`config.mk`:
```
export PLATFORM = sky130hd
export DESIGN_NAME = ccb_unit
export DESIGN_NICKNAME = d
export VERILOG_FILES = /design/src/rtl/ccb_pkg.sv /design/src/rtl/ccb_adder.sv /design/src/rtl/ccb_cc_reg.sv /design/src/rtl/ccb_branch_eval.sv /design/src/rtl/ccb_unit.sv
export SDC_FILE = /design/constraint.sdc
export NUM_CORES = 1
export LEC_CHECK = 0
export BUFFER_PORTS_ARGS = -buffer_cell sky130_fd_sc_hd__buf_4
export CORE_UTILIZATION = 51
export CTS_CLUSTER_DIAMETER = 50
export DETAILED_ROUTE_END_ITERATION = 10
export PLACE_DENSITY = 0.87
export SKIP_CTS_REPAIR_TIMING = 1
export SYNTH_ARGS = -nofsm -noshare
export SYNTH_HDL_FRONTEND = slang
export SYNTH_SLANG_ARGS = --single-unit
export TNS_END_PERCENT = 5
```
`constraint.sdc`:
```
create_clock -name clk -period 3.2 [get_ports clk]
set_clock_uncertainty 0.05 [all_clocks]
set_input_delay 0.48 -clock clk [delete_from_list [all_inputs] [get_ports clk]]
set_output_delay 0.48 -clock clk [all_outputs]
set_load 0.05 [all_outputs]
```
`src/rtl/ccb_pkg.sv`:
```
package ccb_pkg;

   typedef enum logic [1:0] {
      CC_ZERO = 2'd0,
      CC_LOW  = 2'd1,
      CC_HIGH = 2'd2,
      CC_OVF  = 2'd3
   } cc_t;

   typedef enum logic [1:0] {
      OPK_ADD_HALF = 2'd0,
      OPK_ADD_FULL = 2'd1,
      OPK_CMP      = 2'd2,
      OPK_RSVD     = 2'd3
   } opk_t;

   typedef struct packed {
      logic zero;
      logic neg;
      logic ovf;
   } flags_t;

   // overflow dominates sign and zero
   function automatic cc_t cc_from_flags(flags_t f);
      if (f.ovf)       return CC_OVF;
      else if (f.zero) return CC_ZERO;
      else if (f.neg)  return CC_LOW;
      else             return CC_HIGH;
   endfunction

endpackage

```
`src/rtl/ccb_adder.sv`:
```
module ccb_adder
   import ccb_pkg::*;
#(
   parameter int W = 16
) (
   input  logic [W-1:0] a,
   input  logic [W-1:0] b,
   output logic [W-1:0] sum,
   output flags_t       fl
);
   localparam int MSB = W - 1;

   always_comb begin
      sum     = a + b;
      fl.zero = (sum == '0);
      fl.neg  = sum[MSB];
      fl.ovf  = (a[MSB] == b[MSB]) && (sum[MSB] != a[MSB]);
   end

endmodule

```
`src/rtl/ccb_cc_reg.sv`:
```
module ccb_cc_reg
   import ccb_pkg::*;
#(
   parameter int DATA_W = 32,
   parameter int HALF_W = 16
) (
   input  logic              clk,
   input  logic              rst_n,
   input  logic              op_valid,
   input  opk_t              op_kind,
   input  logic [DATA_W-1:0] op_a,
   input  logic [DATA_W-1:0] op_b,
   input  logic [HALF_W-1:0] half_sum,
   input  flags_t            half_fl,
   input  logic [DATA_W-1:0] full_sum,
   input  flags_t            full_fl,
   output cc_t               cc_q,
   output logic [DATA_W-1:0] res_q
);
   localparam int EXT_W = DATA_W - HALF_W;

   cc_t               cc_d;
   logic [DATA_W-1:0] res_d;
   cc_t               cmp_cc;

   always_comb begin
      if ($signed(op_a) == $signed(op_b))     cmp_cc = CC_ZERO;
      else if ($signed(op_a) < $signed(op_b)) cmp_cc = CC_LOW;
      else                                    cmp_cc = CC_HIGH;
   end

   always_comb begin
      cc_d  = cc_q;
      res_d = res_q;
      if (op_valid) begin
         case (op_kind)
            OPK_ADD_HALF: begin
               cc_d  = cc_from_flags(half_fl);
               res_d = {{EXT_W{half_sum[HALF_W-1]}}, half_sum};
            end
            OPK_ADD_FULL: begin
               cc_d  = cc_from_flags(full_fl);
               res_d = full_sum;
            end
            OPK_CMP: cc_d = cmp_cc;
            default: ;
         endcase
      end
   end

   always_ff @(posedge clk or negedge rst_n) begin
      if (!rst_n) begin
         cc_q  <= CC_ZERO;
         res_q <= '0;
      end else begin
         cc_q  <= cc_d;
         res_q <= res_d;
      end
   end

   a_r4_cmp_never_ovf: assert property (@(posedge clk) disable iff (!rst_n)
      (op_valid && op_kind == OPK_CMP) |=> (cc_q != CC_OVF));

   a_r4_cmp_keeps_res: assert property (@(posedge clk) disable iff (!rst_n)
      (op_valid && op_kind == OPK_CMP) |=> $stable(res_q));

   a_r5_idle_holds: assert property (@(posedge clk) disable iff (!rst_n)
      !(op_valid && op_kind != OPK_RSVD) |=> ($stable(cc_q) && $stable(res_q)));

   a_r2_half_ovf_code: assert property (@(posedge clk) disable iff (!rst_n)
      (op_valid && op_kind == OPK_ADD_HALF && half_fl.ovf) |=> (cc_q == CC_OVF));

   a_r3_full_ovf_code: assert property (@(posedge clk) disable iff (!rst_n)
      (op_valid && op_kind == OPK_ADD_FULL && full_fl.ovf) |=> (cc_q == CC_OVF));

endmodule

```
`src/rtl/ccb_branch_eval.sv`:
```
module ccb_branch_eval
   import ccb_pkg::*;
#(
   parameter int          DATA_W = 32,
   parameter int          MASK_W = 4,
   parameter int          IDX_W  = 4,
   parameter logic [7:0]  OPC_RR = 8'h07,
   parameter logic [7:0]  OPC_RX = 8'h47
) (
   input  logic                      clk,
   input  logic                      rst_n,
   input  logic                      br_valid,
   input  logic [7:0]                br_opcode,
   input  logic [MASK_W+IDX_W-1:0]   br_fields,
   input  cc_t                       cc,
   input  logic [DATA_W-1:0]         reg_data,
   input  logic [DATA_W-1:0]         eff_addr,
   output logic [IDX_W-1:0]          reg_idx,
   output logic                      taken,
   output logic [DATA_W-1:0]         target
);
   localparam int         FLD_W   = MASK_W + IDX_W;
   localparam logic [1:0] TOP_BIT = 2'(MASK_W - 1);

   generate
      if (MASK_W != 4) begin : g_bad_mask
         $error("ccb_branch_eval: mask must have one bit per code value");
      end
   endgenerate

   logic [MASK_W-1:0] mask;
   logic              is_rr, is_rx, form_ok, mask_hit;

   always_comb begin
      mask     = br_fields[FLD_W-1:IDX_W];
      reg_idx  = br_fields[IDX_W-1:0];
      is_rr    = (br_opcode == OPC_RR);
      is_rx    = (br_opcode == OPC_RX);
      form_ok  = is_rx || (is_rr && reg_idx != '0);
      // leftmost mask bit selects code 0
      mask_hit = mask[TOP_BIT - cc];
      taken    = br_valid && form_ok && mask_hit;
      if (!taken)     target = '0;
      else if (is_rr) target = reg_data;
      else            target = eff_addr;
   end

   a_r6_mask_zero_never: assert property (@(posedge clk) disable iff (!rst_n)
      (mask == '0) |-> !taken);

   a_r6_mask_full_always: assert property (@(posedge clk) disable iff (!rst_n)
      (br_valid && mask == '1 && (is_rx || (is_rr && reg_idx != '0))) |-> taken);

   a_r8_reg_zero_blocked: assert property (@(posedge clk) disable iff (!rst_n)
      (is_rr && reg_idx == '0) |-> !taken);

   a_r10_idle_quiet: assert property (@(posedge clk) disable iff (!rst_n)
      !taken |-> (target == '0));

   a_r10_needs_valid: assert property (@(posedge clk) disable iff (!rst_n)
      taken |-> br_valid);

endmodule

```
`src/rtl/ccb_unit.sv`:
```
module ccb_unit
   import ccb_pkg::*;
#(
   parameter int         DATA_W = 32,
   parameter int         HALF_W = 16,
   parameter int         MASK_W = 4,
   parameter int         IDX_W  = 4,
   parameter logic [7:0] OPC_RR = 8'h07,
   parameter logic [7:0] OPC_RX = 8'h47
) (
   input  logic                    clk,
   input  logic                    rst_n,
   input  logic                    op_valid,
   input  logic [1:0]              op_kind,
   input  logic [DATA_W-1:0]       op_a,
   input  logic [DATA_W-1:0]       op_b,
   output logic [DATA_W-1:0]       res_out,
   output logic [1:0]              cc_out,
   input  logic                    br_valid,
   input  logic [7:0]              br_opcode,
   input  logic [MASK_W+IDX_W-1:0] br_fields,
   output logic [IDX_W-1:0]        br_reg_idx,
   input  logic [DATA_W-1:0]       br_reg_data,
   input  logic [DATA_W-1:0]       br_eff_addr,
   output logic                    br_taken,
   output logic [DATA_W-1:0]       br_target
);
   generate
      if (HALF_W >= DATA_W || HALF_W < 2) begin : g_bad_width
         $error("ccb_unit: halfword must be narrower than fullword");
      end
   endgenerate

   opk_t              kind;
   logic [HALF_W-1:0] half_sum;
   flags_t            half_fl;
   logic [DATA_W-1:0] full_sum;
   flags_t            full_fl;
   cc_t               cc_q;

   assign kind = opk_t'(op_kind);

   ccb_adder #(.W(HALF_W)) u_add_half (
      .a   (op_a[HALF_W-1:0]),
      .b   (op_b[HALF_W-1:0]),
      .sum (half_sum),
      .fl  (half_fl)
   );

   ccb_adder #(.W(DATA_W)) u_add_full (
      .a   (op_a),
      .b   (op_b),
      .sum (full_sum),
      .fl  (full_fl)
   );

   ccb_cc_reg #(.DATA_W(DATA_W), .HALF_W(HALF_W)) u_cc (
      .clk      (clk),
      .rst_n    (rst_n),
      .op_valid (op_valid),
      .op_kind  (kind),
      .op_a     (op_a),
      .op_b     (op_b),
      .half_sum (half_sum),
      .half_fl  (half_fl),
      .full_sum (full_sum),
      .full_fl  (full_fl),
      .cc_q     (cc_q),
      .res_q    (res_out)
   );

   assign cc_out = cc_q;

   ccb_branch_eval #(
      .DATA_W (DATA_W),
      .MASK_W (MASK_W),
      .IDX_W  (IDX_W),
      .OPC_RR (OPC_RR),
      .OPC_RX (OPC_RX)
   ) u_br (
      .clk       (clk),
      .rst_n     (rst_n),
      .br_valid  (br_valid),
      .br_opcode (br_opcode),
      .br_fields (br_fields),
      .cc        (cc_q),
      .reg_data  (br_reg_data),
      .eff_addr  (br_eff_addr),
      .reg_idx   (br_reg_idx),
      .taken     (br_taken),
      .target    (br_target)
   );

   a_r1_reset_code: assert property (@(posedge clk)
      !rst_n |-> (cc_out == 2'd0 && res_out == '0));

endmodule

```
# ---- Word level (Yosys, flattened, before mapping)
# Cells that the tools add are included.
dict set report word_totals {
  register_bits 34
  output_inout_bits 71
}
dict set report op_classes {
  n_addsub 3
  order_cmp 2
  eq_ne 9
  mux 14
  reduce_logical 14
}
# op n
set ops {}
lappend ops {{32-bit 2-to-1 mux} 2}
lappend ops {{32-bit one-hot mux with 2 select lines} 1}
lappend ops {{32-bit adder} 1}
lappend ops {{32-bit == test} 1}
lappend ops {{32-bit zero test} 1}
lappend ops {{32-bit less-than comparator} 1}
lappend ops {{16-bit adder} 1}
lappend ops {{16-bit zero test} 1}
lappend ops {{2-bit 2-to-1 mux} 8}
lappend ops {{8-bit by 3-bit == test with 1-bit output (second input constant)} 1}
lappend ops {{8-bit by 7-bit == test with 1-bit output (second input constant)} 1}
lappend ops {{2-bit one-hot mux with 3 select lines} 1}
lappend ops {{1-bit logical AND} 5}
lappend ops {{2-bit AND reduction} 2}
lappend ops {{4-bit nonzero test} 1}
lappend ops {{2-bit by 3-bit less-than comparator with 1-bit output (second input constant)} 1}
lappend ops {{3-bit nonzero test} 1}
lappend ops {{1-bit binary-select mux with 2-bit select} 1}
lappend ops {{1-bit == test} 2}
lappend ops {{2-bit by 1-bit == test with 1-bit output (second input constant)} 1}
lappend ops {{2-bit == test (second input constant)} 1}
lappend ops {{2-bit zero test} 1}
lappend ops {{1-bit inequality test} 2}
lappend ops {{2-bit nonzero test} 1}
lappend ops {{other kinds (3)} 3}

# ---- Logic depth before layout (Yosys ltp)
dict set report logic_depth {
  ltp_word 6
  ltp_mapped 12
}

# ---- By module
# A second synthesis with hierarchy kept.
dict set report unflattened {
  cells_unflattened 797
  area_unflattened_um2 6117.1
}
# mod n_inst cells_each area_each_um2
set modules_own_cells {}
lappend modules_own_cells {ccb_cc_reg 1 286 2421.1}
lappend modules_own_cells {{ccb_adder (u_add_full)} 1 283 1983.2}
lappend modules_own_cells {ccb_branch_eval 1 128 938.4}
lappend modules_own_cells {{ccb_adder (u_add_half)} 1 100 774.5}

# ---- Worst setup path before layout
# Ideal clock, no wire load.
dict set report synth_timing {
  kind {input to register}
  startpoint {input port op_b[12]}
  endpoint {register u_cc.cc_q[1]}
  setup_ns 0.134
  t_arrival_ns 2.947
  required_time_ns 3.016
  setup_slack_ns 0.069
  cell_stages 12
  path_buffers 1
  cell_sequence {inv_1 ha_1 buf_6 or3_1 or3_1 a2111oi_2 nor4_1 xnor2_1 a311oi_1 nand4bb_1 a2111oi_2 a21oi_1}
}
dict set report synth_via {
  elab_chain_cells 5
}
# item line_no
set synth_rtl {}
lappend synth_rtl {{from (decl)} ccb_unit.sv:16} ;# input logic [DATA_W-1:0] op_b,
lappend synth_rtl {{32-bit adder or 16-bit adder (tied branches)} ccb_adder.sv:14} ;# sum = a + b;
lappend synth_rtl {{32-bit zero test, or another cell as far along} ccb_adder.sv:15} ;# fl.zero = (sum == '0);
lappend synth_rtl {{2-bit 2-to-1 mux or 1-bit logical AND (tied branches)} {ccb_pkg.sv:26, ccb_adder.sv:17}}
lappend synth_rtl {{2-bit 2-to-1 mux} ccb_pkg.sv:25} ;# if (f.ovf) return CC_OVF;
lappend synth_rtl {{2-bit one-hot mux with 3 select lines (*)} ccb_cc_reg.sv:36} ;# case (op_kind)
lappend synth_rtl {{to (signal assigned)} ccb_cc_reg.sv:53} ;# cc_q <= CC_ZERO;
lappend synth_rtl {{to (signal assigned)} ccb_cc_reg.sv:56} ;# cc_q <= cc_d;
lappend synth_rtl {{to (decl)} ccb_cc_reg.sv:17} ;# output cc_t cc_q,
# Every way passes the cells marked *; elsewhere a longest branch is shown, timed or not.
# A chain may end at the register's enable or synchronous reset.

# ---- Worst setup path after layout
dict set report layout_timing {
  startpoint {input port op_b[2]}
  endpoint {register u_cc.cc_q[1]}
}
# Same word-level chain as after synthesis.

==> impl_metrics.prom <==
# TYPE chip_impl_metric gauge
chip_impl_metric{name="post_synth_inst_count",unit=""} 718
chip_impl_metric{name="grt_pass1_wl",unit="µm"} 31100
chip_impl_info{name="startpoint_type",value="primary input"} 1
chip_impl_metric{name="crit_required",unit="ps"} 3330
chip_impl_metric{name="synth-seq-cells",unit=""} 34
chip_impl_metric{name="fin_cells",unit=""} 1179
chip_impl_metric{name="place.port_buffers",unit=""} 220
chip_impl_metric{name="syn2layout_area_growth",unit="%"} 56.0
chip_impl_metric{name="placedInstanceArea",unit="µm²"} 7990
chip_impl_metric{name="globalplace.congestion",unit=""} 1.02
chip_impl_metric{name="worst_skew_pair.late_latency",unit="ps"} 290
chip_impl_metric{name="synth_sequential_area_ratio",unit="%"} 15.8
chip_impl_metric{name="starting_density",unit="%"} 52.3
chip_impl_metric{name="finalWorstPathRequiredPeriod",unit="ps"} 3150
chip_impl_metric{name="synth_async_sr_flop_share",unit="%"} 100
chip_impl_info{name="worst-setup-path-type",value="primary input to flip-flop"} 1
chip_impl_metric{name="stdcell_area",unit="µm²"} 8390
chip_impl_metric{name="ys_warn_count",unit=""} 0
chip_impl_metric{name="n_antenna_cell",unit=""} 0
chip_impl_metric{name="multiInputGateArea",unit="µm²"} 4370
chip_impl_metric{name="clkTransAtPathRegs",unit="ps"} 80
chip_impl_info{name="outcome",value="finished clean"} 1
chip_impl_metric{name="initial_antenna_violation_count",unit=""} 0
chip_impl_metric{name="clock_sinks",unit=""} 34
chip_impl_metric{name="maxSlewViolCount",unit=""} 0
chip_impl_metric{name="placedCellCount",unit=""} 1162
chip_impl_metric{name="post-dp-hpwl",unit="µm"} 16900
chip_impl_info{name="gr-max-usage-layer",value="met2"} 1
chip_impl_metric{name="htree_levels",unit=""} 2
chip_impl_info{name="clock-root-buffer",value="sky130_fd_sc_hd__clkbuf_8"} 1
chip_impl_metric{name="number_of_library_cell_types_mapped_by_synthesis",unit=""} 86
chip_impl_metric{name="gr-usage-all-layers",unit="%"} 35.5
chip_impl_metric{name="boundaryPins",unit=""} 221
chip_impl_info{name="hold_wc_path_type",value="primary input to asynchronous set/reset pin"} 1
chip_impl_metric{name="worstPathMaxFanout",unit=""} 5
chip_impl_metric{name="slew_headroom",unit="%"} 52.7
chip_impl_metric{name="grt_use_met3",unit="%"} 4.80
chip_impl_metric{name="number_of_maximum_capacitance_constraint_violations",unit=""} 0
chip_impl_info{name="tritoncts_clock_tree",value="built"} 1
chip_impl_metric{name="total_number_of_nets_in_the_final_design",unit=""} 1260
chip_impl_metric{name="power_leakage",unit="nW"} 4.26
chip_impl_metric{name="synth_nets",unit=""} 936
chip_impl_metric{name="num-fill-cells",unit=""} 722
chip_impl_metric{name="syn_area",unit="µm²"} 5380
chip_impl_metric{name="die-width",unit="µm"} 105
chip_impl_metric{name="pin_count_of_the_biggest_net_entering_global_routing",unit=""} 56
chip_impl_metric{name="drtAntennaViolNets",unit=""} 0
chip_impl_metric{name="finalPower",unit="mW"} 2.87
chip_impl_metric{name="design.die.area",unit="µm²"} 11000
chip_impl_info{name="synth_ff_type",value="sky130_fd_sc_hd__dfrtp_1"} 1
chip_impl_metric{name="dieHeight",unit="µm"} 105
chip_impl_metric{name="drt-vias-per-instance",unit=""} 5.79
chip_impl_metric{name="layout.area.seq",unit="µm²"} 851
chip_impl_metric{name="setup-violations-final",unit=""} 0
chip_impl_metric{name="worst_ir_drop_vdd",unit="mV"} 0.184
chip_impl_metric{name="globalRouteMet1Util",unit="%"} 40.1
chip_impl_metric{name="setup_slack",unit="ps"} 46.4
chip_impl_info{name="mostFrequentLayoutCell",value="sky130_fd_sc_hd__buf_4"} 1
chip_impl_metric{name="post_synth.cell_area_avg",unit="µm²"} 7.49
chip_impl_metric{name="powerDensity",unit="nW/µm²"} 343
chip_impl_metric{name="worst-r2r-setup-slack",unit="ps"} 1890
chip_impl_metric{name="layout_worst_path_cycle_share",unit="%"} 98.6
chip_impl_metric{name="place_ws",unit="ps"} -319
chip_impl_metric{name="global_route.usage.met2",unit="%"} 65.0
chip_impl_metric{name="max_clock_freq",unit="GHz"} 0.317
chip_impl_metric{name="routed-via-count",unit=""} 6822
chip_impl_metric{name="drc_errors",unit=""} 0
chip_impl_metric{name="core",unit="µm²"} 10300
chip_impl_metric{name="worstMarginPinSlew",unit="ps"} 692
chip_impl_metric{name="detailedRoute.firstPassIterationCount",unit=""} 5
chip_impl_metric{name="cp_data_arrival_time",unit="ps"} 3280
chip_impl_metric{name="routed_wl",unit="µm"} 20800
chip_impl_metric{name="clock_path_buffers",unit=""} 2
chip_impl_metric{name="route.detailed.wl_per_inst",unit="µm"} 17.6
chip_impl_metric{name="layout-drive-gt1-share",unit="%"} 41.6
chip_impl_metric{name="final_hold_violation_count",unit=""} 0
chip_impl_info{name="most-common-layout-cells",value="sky130_fd_sc_hd__buf_4 (346), sky130_fd_sc_hd__nand2_1 (89), sky130_fd_sc_hd__a21oi_1 (64)"} 1
chip_impl_metric{name="first_global_vias",unit=""} 6377
chip_impl_info{name="critPathCaptureType",value="flip-flop"} 1
chip_impl_metric{name="number_of_buffers_created_by_cts",unit=""} 5
chip_impl_metric{name="drt_iter0_drc",unit=""} 481
chip_impl_metric{name="grt_overflow",unit=""} 0
chip_impl_metric{name="placement_rows",unit=""} 37
chip_impl_metric{name="synth_edf_count",unit=""} 0
sequential cells by signal, indices dropped and copies added (netlist names):
register	count
u_cc.res_q	32
u_cc.cc_q	2
where the power goes:
part / internal [mW] / switching (mW) / total [mW]
Clock: 0.174 / 0.165 / 0.338
Sequential: 0.539 / 0.0810 / 0.620
Combinational: 0.797 / 1.12 / 1.92
Yosys cell counts, drive strengths merged, types with 4 or more instances:
cell type,number,area [µm²]
nand2,90,338
ha,67,838
a21oi,66,338
inv,64,240
nor2,41,154
dfrtp,34,851
o21ai,33,176
clkbuf,23,86.3
nor3,23,120
a21o,17,128
nor2b,16,110
or3,15,93.8
a211oi,13,110
o211ai,13,97.6
nand3,12,60.1
nand4,12,81.3
buf,11,76.3
nand2b,11,68.8
nor4,11,105
or2,9,56.3
a2111oi,8,95.1
and3,7,43.8
o21a,7,52.6
o21bai,7,52.6
o31ai,7,57.6
xnor2,7,61.3
a31oi,6,37.5
mux2,6,71.3
or4,6,48.8
xor2,6,52.6
a221oi,5,56.3
a22o,5,43.8
o2111ai,5,43.8
nor4b,4,41.3
o221ai,4,35.0
critical path, cell delays in order:
cell and delay, ps:
sky130_fd_sc_hd__buf_4 120, sky130_fd_sc_hd__inv_2 60, sky130_fd_sc_hd__ha_4 200, sky130_fd_sc_hd__nor2b_2 170, sky130_fd_sc_hd__a2111o_1 470, sky130_fd_sc_hd__a211oi_4 430, sky130_fd_sc_hd__o31ai_4 130, sky130_fd_sc_hd__xnor2_2 210
sky130_fd_sc_hd__nor4_4 380, sky130_fd_sc_hd__o2111ai_2 180, sky130_fd_sc_hd__a2111oi_2 310, sky130_fd_sc_hd__a21oi_1 120
cells by family (layout without fill, tap and decap cells):
| group | count (synthesis) | after routing | share of synthesized area [%] |
|---|---|---|---|
| simple gates | 275 | 275 | 27.5 |
| mux | 10 | 10 | 2.30 |
| compound gates | 220 | 220 | 28.9 |
| xor+xnor | 13 | 13 | 2.12 |
| flops | 34 | 34 | 15.8 |
| fa+ha+maj | 68 | 68 | 16.0 |
| buf+inv | 98 | 423 | 7.49 |
metrics by stage:
| stage | setup TNS, ps | utilization [%] | hold slack [ps] |
|---|---|---|---|
| global route | -55.4 | 81.7 | 101 |
| floorplan | 0 | - | 134 |
| CTS | -77.4 | 78.7 | 91.7 |
| finish | 0 | 81.7 | 64.5 |
| detailed placement | -1020 | 77.8 | 399 |
| global placement | -495 | 77.8 | 399 |
final cells by class:
cell class / count / area share (%)
multi-input combinational: 586 / 52.1
timing repair buffer: 351 / 31.8
sequential: 34 / 10.1
inverter: 64 / 2.86
tap: 136 / 2.03
clock buffer: 7 / 1.03
clock inverter: 1 / 0.0596
routing by layer:
metal | vias up | routed length (µm)
li1 | 3274 | -
met1 | 3157 | 8070
met2 | 330 | 10500
met3 | 61 | 1310
met4 | 0 | 948
met5 | - | 0
path summary, 6_finish.rpt:
check / to / cells after the start / startpoint
worst max-delay path: u_cc.cc_q[1] / 12 / op_b[2]
max in group asynchronous: u_cc.res_q[7] / 1 / rst_n
worst min register to register: u_cc.res_q[28] / 1 / u_cc.res_q[28]
worst min-delay path: u_cc.res_q[16] / 1 / rst_n
min in group clk: u_cc.res_q[28] / 1 / u_cc.res_q[28]
worst max register to register: u_cc.cc_q[1] / 5 / u_cc.cc_q[1]
Power figures use the tool's default switching activity.
